[config.mk]
export PLATFORM = sky130hd
export DESIGN_NAME = plm_macrocell
export DESIGN_NICKNAME = d
export VERILOG_FILES = /design/src/rtl/plm_macrocell_pkg.sv /design/src/rtl/plm_mc_steer.sv /design/src/rtl/plm_mc_storage.sv /design/src/rtl/plm_mc_outsel.sv /design/src/rtl/plm_macrocell.sv
export SDC_FILE = /design/constraint.sdc
export NUM_CORES = 1
export LEC_CHECK = 0
export ABC_AREA = 1
export ABC_CLOCK_PERIOD_IN_PS = 2500
export BUFFER_PORTS_ARGS = -buffer_cell sky130_fd_sc_hd__buf_2
export CELL_PAD_IN_SITES_DETAIL_PLACEMENT = 0
export CELL_PAD_IN_SITES_GLOBAL_PLACEMENT = 1
export CORE_MARGIN = 2
export CORE_UTILIZATION = 35
export DETAILED_ROUTE_END_ITERATION = 8
export PLACE_DENSITY_LB_ADDON = 0.1
export SYNTH_ARGS = -nofsm -noshare
export SYNTH_HDL_FRONTEND = slang
export SYNTH_HIERARCHICAL = 1
export SYNTH_SLANG_ARGS = --single-unit
export TNS_END_PERCENT = 10
[constraint.sdc]
create_clock -name clk -period 2.5 [get_ports clk]
set_clock_uncertainty 0.2 [all_clocks]
set_input_delay 0.75 -clock clk [delete_from_list [all_inputs] [get_ports clk]]
set_output_delay 0.75 -clock clk [all_outputs]
set_load 0.005 [all_outputs]
[src/rtl/plm_macrocell_pkg.sv]
// Shared encodings for the macrocell configuration fields.
// Assumes the encodings listed in the requirements; reserved codes are
// handled by each consumer as documented there.
package plm_macrocell_pkg;

    typedef enum logic [1:0] {XB_ZERO = 2'd0, XB_ONE = 2'd1, XB_PT = 2'd2, XB_RSVD = 2'd3} xor_b_e;
    typedef enum logic [1:0] {DS_XOR = 2'd0, DS_PT = 2'd1, DS_PIN = 2'd2, DS_RSVD = 2'd3} data_src_e;
    typedef enum logic [2:0] {SM_D = 3'd0, SM_T = 3'd1, SM_JK = 3'd2, SM_SR = 3'd3, SM_LATCH = 3'd4} store_e;
    typedef enum logic [1:0] {RS_NONE = 2'd0, RS_GCLR = 2'd1, RS_PT = 2'd2, RS_BOTH = 2'd3} rst_src_e;
    typedef enum logic [1:0] {OE_OFF = 2'd0, OE_ON = 2'd1, OE_GLOBAL = 2'd2, OE_PT = 2'd3} oe_src_e;

endpackage

[src/rtl/plm_mc_steer.sv]
// Product-term steering, sum and XOR stage.
// Forms the masked sum (with optional cascade), the XOR result and picks
// the product terms used as storage data, K/R, clock, enable, reset, preset.
// Assumes indexes at or beyond NUM_PT select a constant 0.
module plm_mc_steer
    import plm_macrocell_pkg::*;
#(
    parameter int NUM_PT = 5,
    localparam int IDX_W = $clog2(NUM_PT)
) (
    input  logic              clk,
    input  logic              rst_n,
    input  logic [NUM_PT-1:0] pt,
    input  logic              cas_in,
    input  logic              pin_in,
    input  logic [NUM_PT-1:0] sum_mask,
    input  logic              cas_en,
    input  xor_b_e            xor_mode,
    input  logic [IDX_W-1:0]  xor_pt,
    input  data_src_e         data_src,
    input  logic [IDX_W-1:0]  data_pt,
    input  logic [IDX_W-1:0]  aux_pt,
    input  logic [IDX_W-1:0]  clk_pt,
    input  logic [IDX_W-1:0]  ce_pt,
    input  logic [IDX_W-1:0]  rst_pt,
    input  logic [IDX_W-1:0]  pre_pt,
    output logic              sum_out,
    output logic              comb_out,
    output logic              d_val,
    output logic              aux_val,
    output logic              clk_pt_val,
    output logic              ce_val,
    output logic              rst_pt_val,
    output logic              pre_pt_val
);

    // Select one product term by index; out-of-range gives 0.
    function automatic logic pick(input logic [NUM_PT-1:0] v, input logic [IDX_W-1:0] i);
        logic r;
        r = 1'b0;
        for (int k = 0; k < NUM_PT; k++) begin
            if (i == IDX_W'(k)) r = v[k];
        end
        return r;
    endfunction

    logic xor_b;

    // Sum of masked product terms plus optional cascade input.
    always_comb sum_out = (|(pt & sum_mask)) | (cas_en & cas_in);

    // Second XOR operand: constant or product term.
    always_comb begin
        unique case (xor_mode)
            XB_ONE:  xor_b = 1'b1;
            XB_PT:   xor_b = pick(pt, xor_pt);
            default: xor_b = 1'b0;
        endcase
    end

    // Polarity / XOR stage.
    always_comb comb_out = sum_out ^ xor_b;

    // Storage data source.
    always_comb begin
        unique case (data_src)
            DS_PT:   d_val = pick(pt, data_pt);
            DS_PIN:  d_val = pin_in;
            DS_XOR:  d_val = comb_out;
            default: d_val = 1'b0;
        endcase
    end

    // Control product terms for the storage element.
    always_comb begin
        aux_val    = pick(pt, aux_pt);
        clk_pt_val = pick(pt, clk_pt);
        ce_val     = pick(pt, ce_pt);
        rst_pt_val = pick(pt, rst_pt);
        pre_pt_val = pick(pt, pre_pt);
    end

    // an enabled cascade input always forces the sum high.
    a_r2_cascade_high: assert property (@(posedge clk) disable iff (!rst_n)
        (cas_en && cas_in) |-> sum_out);
    // nothing enabled means the sum is low.
    a_r2_sum_idle: assert property (@(posedge clk) disable iff (!rst_n)
        (!cas_en && ((pt & sum_mask) == '0)) |-> !sum_out);
    // constant-one operand inverts the sum.
    a_r3_invert: assert property (@(posedge clk) disable iff (!rst_n)
        (xor_mode == XB_ONE) |-> (comb_out != sum_out));

endmodule

[src/rtl/plm_mc_storage.sv]
// Multi-mode storage element with selectable clock, enable, reset, preset.
// The fabric clock is a level sampled on clk; a rising fabric edge is a
// high level following a low level one system cycle earlier.
// Assumes reset beats preset, and both beat any clock activity.
module plm_mc_storage
    import plm_macrocell_pkg::*;
(
    input  logic     clk,
    input  logic     rst_n,
    input  store_e   mode,
    input  logic     clk_src,
    input  logic     ce_en,
    input  rst_src_e rst_mode,
    input  logic     pre_en,
    input  logic     gclk,
    input  logic     gclr,
    input  logic     clk_pt_val,
    input  logic     ce_val,
    input  logic     rst_pt_val,
    input  logic     pre_pt_val,
    input  logic     d_val,
    input  logic     aux_val,
    output logic     q
);

    logic clk_lvl, clk_prev, en, fire, rst_act, pre_act, nxt;

    // Fabric clock level and enable.
    always_comb begin
        clk_lvl = clk_src ? clk_pt_val : gclk;
        en      = (!clk_src && ce_en) ? ce_val : 1'b1;
    end

    // Reset and preset sources.
    always_comb begin
        unique case (rst_mode)
            RS_GCLR: rst_act = gclr;
            RS_PT:   rst_act = rst_pt_val;
            RS_BOTH: rst_act = gclr | rst_pt_val;
            default: rst_act = 1'b0;
        endcase
        pre_act = pre_en & pre_pt_val;
    end

    // Update strobe: level for latch mode, rising edge otherwise.
    always_comb fire = (mode == SM_LATCH) ? (clk_lvl & en) : (clk_lvl & ~clk_prev & en);

    // Next state per mode; T and JK toggle through q XOR 1.
    always_comb begin
        unique case (mode)
            SM_T:  nxt = q ^ d_val;
            SM_JK: nxt = (d_val & aux_val) ? ~q : (d_val ? 1'b1 : (aux_val ? 1'b0 : q));
            SM_SR: nxt = (d_val ^ aux_val) ? d_val : q;
            default: nxt = d_val;
        endcase
    end

    // State register and clock-level history.
    always_ff @(posedge clk) begin
        if (!rst_n) begin
            q        <= 1'b0;
            clk_prev <= 1'b1;
        end else begin
            clk_prev <= clk_lvl;
            if (rst_act)      q <= 1'b0;
            else if (pre_act) q <= 1'b1;
            else if (fire)    q <= nxt;
        end
    end

    // reset clears the state, even with preset active.
    a_r11_reset_wins: assert property (@(posedge clk) disable iff (!rst_n)
        rst_act |=> !q);
    // preset alone sets the state.
    a_r11_preset_sets: assert property (@(posedge clk) disable iff (!rst_n)
        (!rst_act && pre_act) |=> q);
    // a low clock enable freezes the state.
    a_r10_enable_hold: assert property (@(posedge clk) disable iff (!rst_n)
        (!clk_src && ce_en && !ce_val && !rst_act && !pre_act) |=> $stable(q));
    // a latch with its clock low holds.
    a_r9_latch_hold: assert property (@(posedge clk) disable iff (!rst_n)
        (mode == SM_LATCH && !clk_lvl && !rst_act && !pre_act) |=> $stable(q));
    // J=K=1 on an enabled edge toggles.
    a_r7_jk_toggle: assert property (@(posedge clk) disable iff (!rst_n)
        (mode == SM_JK && clk_lvl && !clk_prev && en && d_val && aux_val && !rst_act && !pre_act)
        |=> (q != $past(q)));
    // S=R=1 holds.
    a_r8_sr_hold: assert property (@(posedge clk) disable iff (!rst_n)
        (mode == SM_SR && d_val && aux_val && !rst_act && !pre_act) |=> $stable(q));

endmodule

[src/rtl/plm_mc_outsel.sv]
// Output, feedback and output-enable selection.
// Assumes the enable index addresses goe_in in global mode and pt in
// product-term mode; out-of-range indexes give 0.
module plm_mc_outsel
    import plm_macrocell_pkg::*;
#(
    parameter int NUM_PT  = 5,
    parameter int NUM_GOE = 6,
    parameter int OES_W   = 3
) (
    input  logic               clk,
    input  logic               rst_n,
    input  logic               q,
    input  logic               comb,
    input  logic               out_reg,
    input  logic               fb_reg,
    input  oe_src_e            oe_mode,
    input  logic [OES_W-1:0]   oe_sel,
    input  logic [NUM_GOE-1:0] goe,
    input  logic [NUM_PT-1:0]  pt,
    output logic               pin_out,
    output logic               fb_out,
    output logic               pin_oe
);

    logic goe_pick, pt_pick;

    // Index into the global enables and product terms.
    always_comb begin
        goe_pick = 1'b0;
        pt_pick  = 1'b0;
        for (int k = 0; k < NUM_GOE; k++) begin
            if (oe_sel == OES_W'(k)) goe_pick = goe[k];
        end
        for (int k = 0; k < NUM_PT; k++) begin
            if (oe_sel == OES_W'(k)) pt_pick = pt[k];
        end
    end

    // Independent output and feedback choices.
    always_comb begin
        pin_out = out_reg ? q : comb;
        fb_out  = fb_reg ? q : comb;
    end

    // Output-enable source.
    always_comb begin
        unique case (oe_mode)
            OE_ON:     pin_oe = 1'b1;
            OE_GLOBAL: pin_oe = goe_pick;
            OE_PT:     pin_oe = pt_pick;
            default:   pin_oe = 1'b0;
        endcase
    end

    // fixed modes drive fixed enables.
    a_r13_oe_off: assert property (@(posedge clk) disable iff (!rst_n)
        (oe_mode == OE_OFF) |-> !pin_oe);
    a_r13_oe_on: assert property (@(posedge clk) disable iff (!rst_n)
        (oe_mode == OE_ON) |-> pin_oe);
    // with both paths registered, pin and feedback agree.
    a_r12_paths_agree: assert property (@(posedge clk) disable iff (!rst_n)
        (out_reg && fb_reg) |-> (pin_out == fb_out));

endmodule

[src/rtl/plm_macrocell.sv]
// Top of the configurable macrocell.
// Captures the static configuration while rst_n is low and wires steering,
// storage and output selection together. Assumes configuration is only
// meaningful when held across a reset pulse.
module plm_macrocell
    import plm_macrocell_pkg::*;
#(
    parameter int NUM_PT  = 5,
    parameter int NUM_GOE = 6,
    localparam int IDX_W  = $clog2(NUM_PT),
    localparam int GOE_W  = $clog2(NUM_GOE),
    localparam int OES_W  = (IDX_W > GOE_W) ? IDX_W : GOE_W
) (
    input  logic               clk,
    input  logic               rst_n,
    input  logic [NUM_PT-1:0]  pt,
    input  logic               cas_in,
    input  logic               gclk_in,
    input  logic               gclr_in,
    input  logic [NUM_GOE-1:0] goe_in,
    input  logic               pin_in,
    input  logic [NUM_PT-1:0]  cfg_sum_mask,
    input  logic               cfg_cas_en,
    input  logic [1:0]         cfg_xor_mode,
    input  logic [IDX_W-1:0]   cfg_xor_pt,
    input  logic [1:0]         cfg_data_src,
    input  logic [IDX_W-1:0]   cfg_data_pt,
    input  logic [2:0]         cfg_store_mode,
    input  logic [IDX_W-1:0]   cfg_aux_pt,
    input  logic               cfg_clk_src,
    input  logic [IDX_W-1:0]   cfg_clk_pt,
    input  logic               cfg_ce_en,
    input  logic [IDX_W-1:0]   cfg_ce_pt,
    input  logic [1:0]         cfg_rst_mode,
    input  logic [IDX_W-1:0]   cfg_rst_pt,
    input  logic               cfg_pre_en,
    input  logic [IDX_W-1:0]   cfg_pre_pt,
    input  logic               cfg_out_reg,
    input  logic               cfg_fb_reg,
    input  logic [1:0]         cfg_oe_mode,
    input  logic [OES_W-1:0]   cfg_oe_sel,
    output logic               pin_out,
    output logic               pin_oe,
    output logic               fb_out,
    output logic               cas_out
);

    logic [NUM_PT-1:0] sum_mask_q;
    logic              cas_en_q, clk_src_q, ce_en_q, pre_en_q, out_reg_q, fb_reg_q;
    xor_b_e            xor_mode_q;
    data_src_e         data_src_q;
    store_e            store_q;
    rst_src_e          rst_mode_q;
    oe_src_e           oe_mode_q;
    logic [IDX_W-1:0]  xor_pt_q, data_pt_q, aux_pt_q, clk_pt_q, ce_pt_q, rst_pt_q, pre_pt_q;
    logic [OES_W-1:0]  oe_sel_q;

    logic comb, d_val, aux_val, clk_pt_val, ce_val, rst_pt_val, pre_pt_val, q;

    // Configuration capture: loads only while reset is held.
    always_ff @(posedge clk) begin
        if (!rst_n) begin
            sum_mask_q <= cfg_sum_mask;
            cas_en_q   <= cfg_cas_en;
            xor_mode_q <= xor_b_e'(cfg_xor_mode);
            xor_pt_q   <= cfg_xor_pt;
            data_src_q <= data_src_e'(cfg_data_src);
            data_pt_q  <= cfg_data_pt;
            store_q    <= (cfg_store_mode > 3'd4) ? SM_D : store_e'(cfg_store_mode);
            aux_pt_q   <= cfg_aux_pt;
            clk_src_q  <= cfg_clk_src;
            clk_pt_q   <= cfg_clk_pt;
            ce_en_q    <= cfg_ce_en;
            ce_pt_q    <= cfg_ce_pt;
            rst_mode_q <= rst_src_e'(cfg_rst_mode);
            rst_pt_q   <= cfg_rst_pt;
            pre_en_q   <= cfg_pre_en;
            pre_pt_q   <= cfg_pre_pt;
            out_reg_q  <= cfg_out_reg;
            fb_reg_q   <= cfg_fb_reg;
            oe_mode_q  <= oe_src_e'(cfg_oe_mode);
            oe_sel_q   <= cfg_oe_sel;
        end
    end

    plm_mc_steer #(.NUM_PT(NUM_PT)) u_steer (
        .clk(clk), .rst_n(rst_n), .pt(pt), .cas_in(cas_in), .pin_in(pin_in),
        .sum_mask(sum_mask_q), .cas_en(cas_en_q), .xor_mode(xor_mode_q), .xor_pt(xor_pt_q),
        .data_src(data_src_q), .data_pt(data_pt_q), .aux_pt(aux_pt_q), .clk_pt(clk_pt_q),
        .ce_pt(ce_pt_q), .rst_pt(rst_pt_q), .pre_pt(pre_pt_q),
        .sum_out(cas_out), .comb_out(comb), .d_val(d_val), .aux_val(aux_val),
        .clk_pt_val(clk_pt_val), .ce_val(ce_val), .rst_pt_val(rst_pt_val), .pre_pt_val(pre_pt_val)
    );

    plm_mc_storage u_store (
        .clk(clk), .rst_n(rst_n), .mode(store_q), .clk_src(clk_src_q), .ce_en(ce_en_q),
        .rst_mode(rst_mode_q), .pre_en(pre_en_q), .gclk(gclk_in), .gclr(gclr_in),
        .clk_pt_val(clk_pt_val), .ce_val(ce_val), .rst_pt_val(rst_pt_val),
        .pre_pt_val(pre_pt_val), .d_val(d_val), .aux_val(aux_val), .q(q)
    );

    plm_mc_outsel #(.NUM_PT(NUM_PT), .NUM_GOE(NUM_GOE), .OES_W(OES_W)) u_out (
        .clk(clk), .rst_n(rst_n), .q(q), .comb(comb), .out_reg(out_reg_q), .fb_reg(fb_reg_q),
        .oe_mode(oe_mode_q), .oe_sel(oe_sel_q), .goe(goe_in), .pt(pt),
        .pin_out(pin_out), .fb_out(fb_out), .pin_oe(pin_oe)
    );

endmodule

==> impl_results.md <==
- Net count after synthesis: 313
- Pin count of the biggest net entering global routing: 27
- RSZ-0062 raised after global routing: yes
- Number of diodes: 0
- Initial Utilization: 0.364
- Vertical die dimension: 85.5 µm
- Hold Buf Count CTS: 0
- Synth Instances: 246
- Maximum operating frequency: 361 MHz
- Result of the run: finished with violations
- Routability-driven placement congestion ratio: 0.838
- Number of cells on the worst hold path: 3
- Detailed placement HPWL: ~3800 µm
- First-pass GRT wire length: 8740 µm
- Worst IR Drop VDD: 426 µV
- Top library cells by usage in the layout, fill and taps aside: 63 x sky130_fd_sc_hd__buf_2, 50 x sky130_fd_sc_hd__nand2_1, 46 x sky130_fd_sc_hd__edfxtp_1, 41 x sky130_fd_sc_hd__inv_1, 22 x sky130_fd_sc_hd__buf_4
- Worst path slowest cell: sky130_fd_sc_hd__and2_4
- Clock root buffer: sky130_fd_sc_hd__clkbuf_8
- Critical path cell sequence: buf_8 > clkinvlp_4 > nand2_1 > nand3_1 > nand2_1 > nand2_1 > nand2_1 > nand2_1 > nand2_2 > nand2_1 > nand2_1 > and2_4 > inv_4 > o21ai_1 > buf_2
- Maximum fanout encountered on the critical timing path: 2
- Final hold vios: 0
- DR DRC count: 0
- Crit path capture type: output port
- Accumulated negative setup slack: -630 ps
- CTS buffer count: 5
- Minimum setup slack in the final design: -268 ps
- Unique cell type count in the Yosys netlist: 20
- Sum of internal, switching and leakage power: 1.87 mW
- Cell area after technology mapping: between 0.002 and 0.0025 mm²
- Total Die Area: 0.00731 mm²
- Worst-case hold slack: 345 ps
- Relative max-transition margin: 0.788
- Number of global-route vias before repair: ~1900
- Violations in the final reports: negative setup slack
- Flip-flop and latch count after synthesis: 48
- Routed Antenna Nets: 0
- Kind of start point of the critical path: input port
- Top cell type's share of synthesized area: 0.595
- Routed wire length: 5070 µm
- Net count, final: about 410
- Clock Sinks: 48
- Row count: 29
- Worst hold path type: reg2reg
- Cell depth of the worst setup path: 15
- Overall via count from detail_route: 1875
- Number of top-level pins: 67
- IO buf count: 66
- Number of detailed-route iterations in the first pass: 4
- CTS clk-pin slew, worst paths: approximately 90 ps
- Standby leakage power: around 1.5 nW
- Final cycle utilization of the critical path: 1.11
- Min cycle time layout: between 2000 and 3000 ps
- Biggest area contributors in the synthesized netlist: sky130_fd_sc_hd__edfxtp_1 59%, sky130_fd_sc_hd__nand2_1 8.1%, sky130_fd_sc_hd__inv_1 7.3%, sky130_fd_sc_hd__o21ai_0 4.5%, sky130_fd_sc_hd__nand4_1 3.5%
- Max_cap viols: 0
- Global routing usage summed across all routing layers: 0.155
- Number of H-tree branching levels: 2
- Cell family with most CP delay: simple AND/OR/NAND/NOR gates
- DIE WIDTH: 85.5 µm
- Slew Viols, Final: 0
- Clock tree from TritonCTS: built
- Leading cell type in the layout, fill and taps excluded: sky130_fd_sc_hd__buf_2
- Pwr dens: 603 mW/mm²
- Avg Vias per Cell: roughly 4.5
- Sequential area share after synthesis: 0.612
- Post-synthesis average cell area: roughly 9.4 µm²
- Syn. warnings: 6
- Layout overhead on the synthesized area: 33.3%
- Synth area leader: sky130_fd_sc_hd__edfxtp_1
- Buf+Inv Stages, Crit Path: 4
- Worst Tran Pin Value: 319 ps
- Detailed-route wire length per cell: around 12 µm
- Peak per-stage delay on the critical path: 150 ps
- Clock latency of the later-clocked register in the worst-skew pair: approximately 300 ps
- Critical path data required time: 1550 ps
- Count of routing violations after the opening detailed-route iteration: 64
- Crit path arrival time: approximately 1800 ps
- Max Buffers Root-to-Sink: 2
- Worst r2r path cells: 20
- Share of layout cells above drive strength 1: 0.349
- Finished Core Util: 0.485
- Initial antenna violation count: 0
- Core area: 0.00639 mm²
- Most numerous cell on the critical path: sky130_fd_sc_hd__nand2_1
- Number of failing setup endpoints in the final timing report: 3
- Total congestion overflow: 0
- Crit path kind: in2out
[logic make-up (layout without fill, tap and decap cells)]
group / count (synthesis) / count (layout) / share of synthesized area
xor gates and xnor gates: 1 / 1 / 0.00377
buffers and inverters: 51 / 146 / 0.0829
and+or+nand+nor: 106 / 106 / 0.201
adders and majority gates: 4 / 4 / 0.0215
DFF: 48 / 48 / 0.612
AOI/OAI and AO/OA: 36 / 36 / 0.0786
[report_power, final]
| part | switching (mW) | internal, mW | total [mW] |
|---|---|---|---|
| Clock | 0.270 | 0.301 | 0.571 |
| Sequential | 0.0413 | 0.953 | 0.995 |
| Combinational | 0.156 | 0.145 | 0.302 |
[registers in the layout (all words and copies together) (netlist names), 2 cells and up]
signal and count:
aux_pt_q 3, store_q 3, data_src_q 2, oe_mode_q 2, clk_pt_q 3, xor_mode_q 2
rst_pt_q 3, rst_mode_q 2, data_pt_q 3, xor_pt_q 3, ce_pt_q 3, sum_mask_q 5
pre_pt_q 3, oe_sel_q 3
[cell type report]
class	instances	area, µm²
Clock buffer	5	68.8
Timing Repair Buffer	88	518
Tap cell	77	96.3
Clock inverter	3	46.3
Multi-Input combinational cell	147	753
Fill cell	635	3290
Inverter	50	194
Sequential cell	48	1420
[stage by stage]
step | cells | instance area [µm²] | worst slack (ps)
final | 418 | 3100 | -268
after floorplan | 246 | 2330 | -40.4
after detailed placement | 406 | 2890 | -387
after global routing | 418 | 3100 | -439
after global placement | 406 | 2890 | -325
after CTS | 418 | 3070 | -318
[cell usage after synthesis, drive strengths merged]
library cell / n
buf: 1
o21ai: 21
and2: 1
nor3: 1
dfxtp: 2
nand4: 13
edfxtp: 46
a21oi: 14
nor2: 22
nand3: 17
o211ai: 1
nor4: 1
inv: 50
xor2: 1
nand2: 51
ha: 4
[timing repair]
action                                  4_1_cts  5_1_grt
setup buffers                                 4        0
endpoints found under the setup margin        4        5
gates resized for setup                      13       10
gates cloned                                  0        0
pin swaps                                     8       10
[worst register-to-register path: stages (launching register included)]
cell                       delay, ps
sky130_fd_sc_hd__edfxtp_1        430
sky130_fd_sc_hd__inv_1           110
sky130_fd_sc_hd__nand2_1          60
sky130_fd_sc_hd__nand3_1          70
sky130_fd_sc_hd__nand2_1          50
sky130_fd_sc_hd__nand2_1          50
sky130_fd_sc_hd__nand2_1          40
sky130_fd_sc_hd__nand2_1          70
sky130_fd_sc_hd__nand2_2          60
sky130_fd_sc_hd__nand2_1          60
sky130_fd_sc_hd__nand2_1          60
sky130_fd_sc_hd__nand3_1          80
sky130_fd_sc_hd__nand3_2          80
sky130_fd_sc_hd__buf_4           140
sky130_fd_sc_hd__ha_2            180
sky130_fd_sc_hd__o21ai_0         140
sky130_fd_sc_hd__nor2_1           60
sky130_fd_sc_hd__nor2_1           90
sky130_fd_sc_hd__nand3_1          70
sky130_fd_sc_hd__nor2_1           80
sky130_fd_sc_hd__nor2_1           40
[routing by layer]
metal,track usage,wire (µm),vias to the layer above
met1,0.233,2580,813
met2,0.227,2190,51
met3,0.0379,269,2
li1,-,-,1009
met5,0,0,-
met4,0.0346,32,0
[worst paths after layout]
kind | from | to | slack (ps)
worst min register to register | rst_mode_q[0] | u_store/q | 340
worst max-delay path | pt[3] | fb_out | -270
worst min-delay path | rst_mode_q[0] | u_store/q | 340
worst max register to register | xor_pt_q[0] | u_store/q | 200
(Power assumes the default switching activity.)
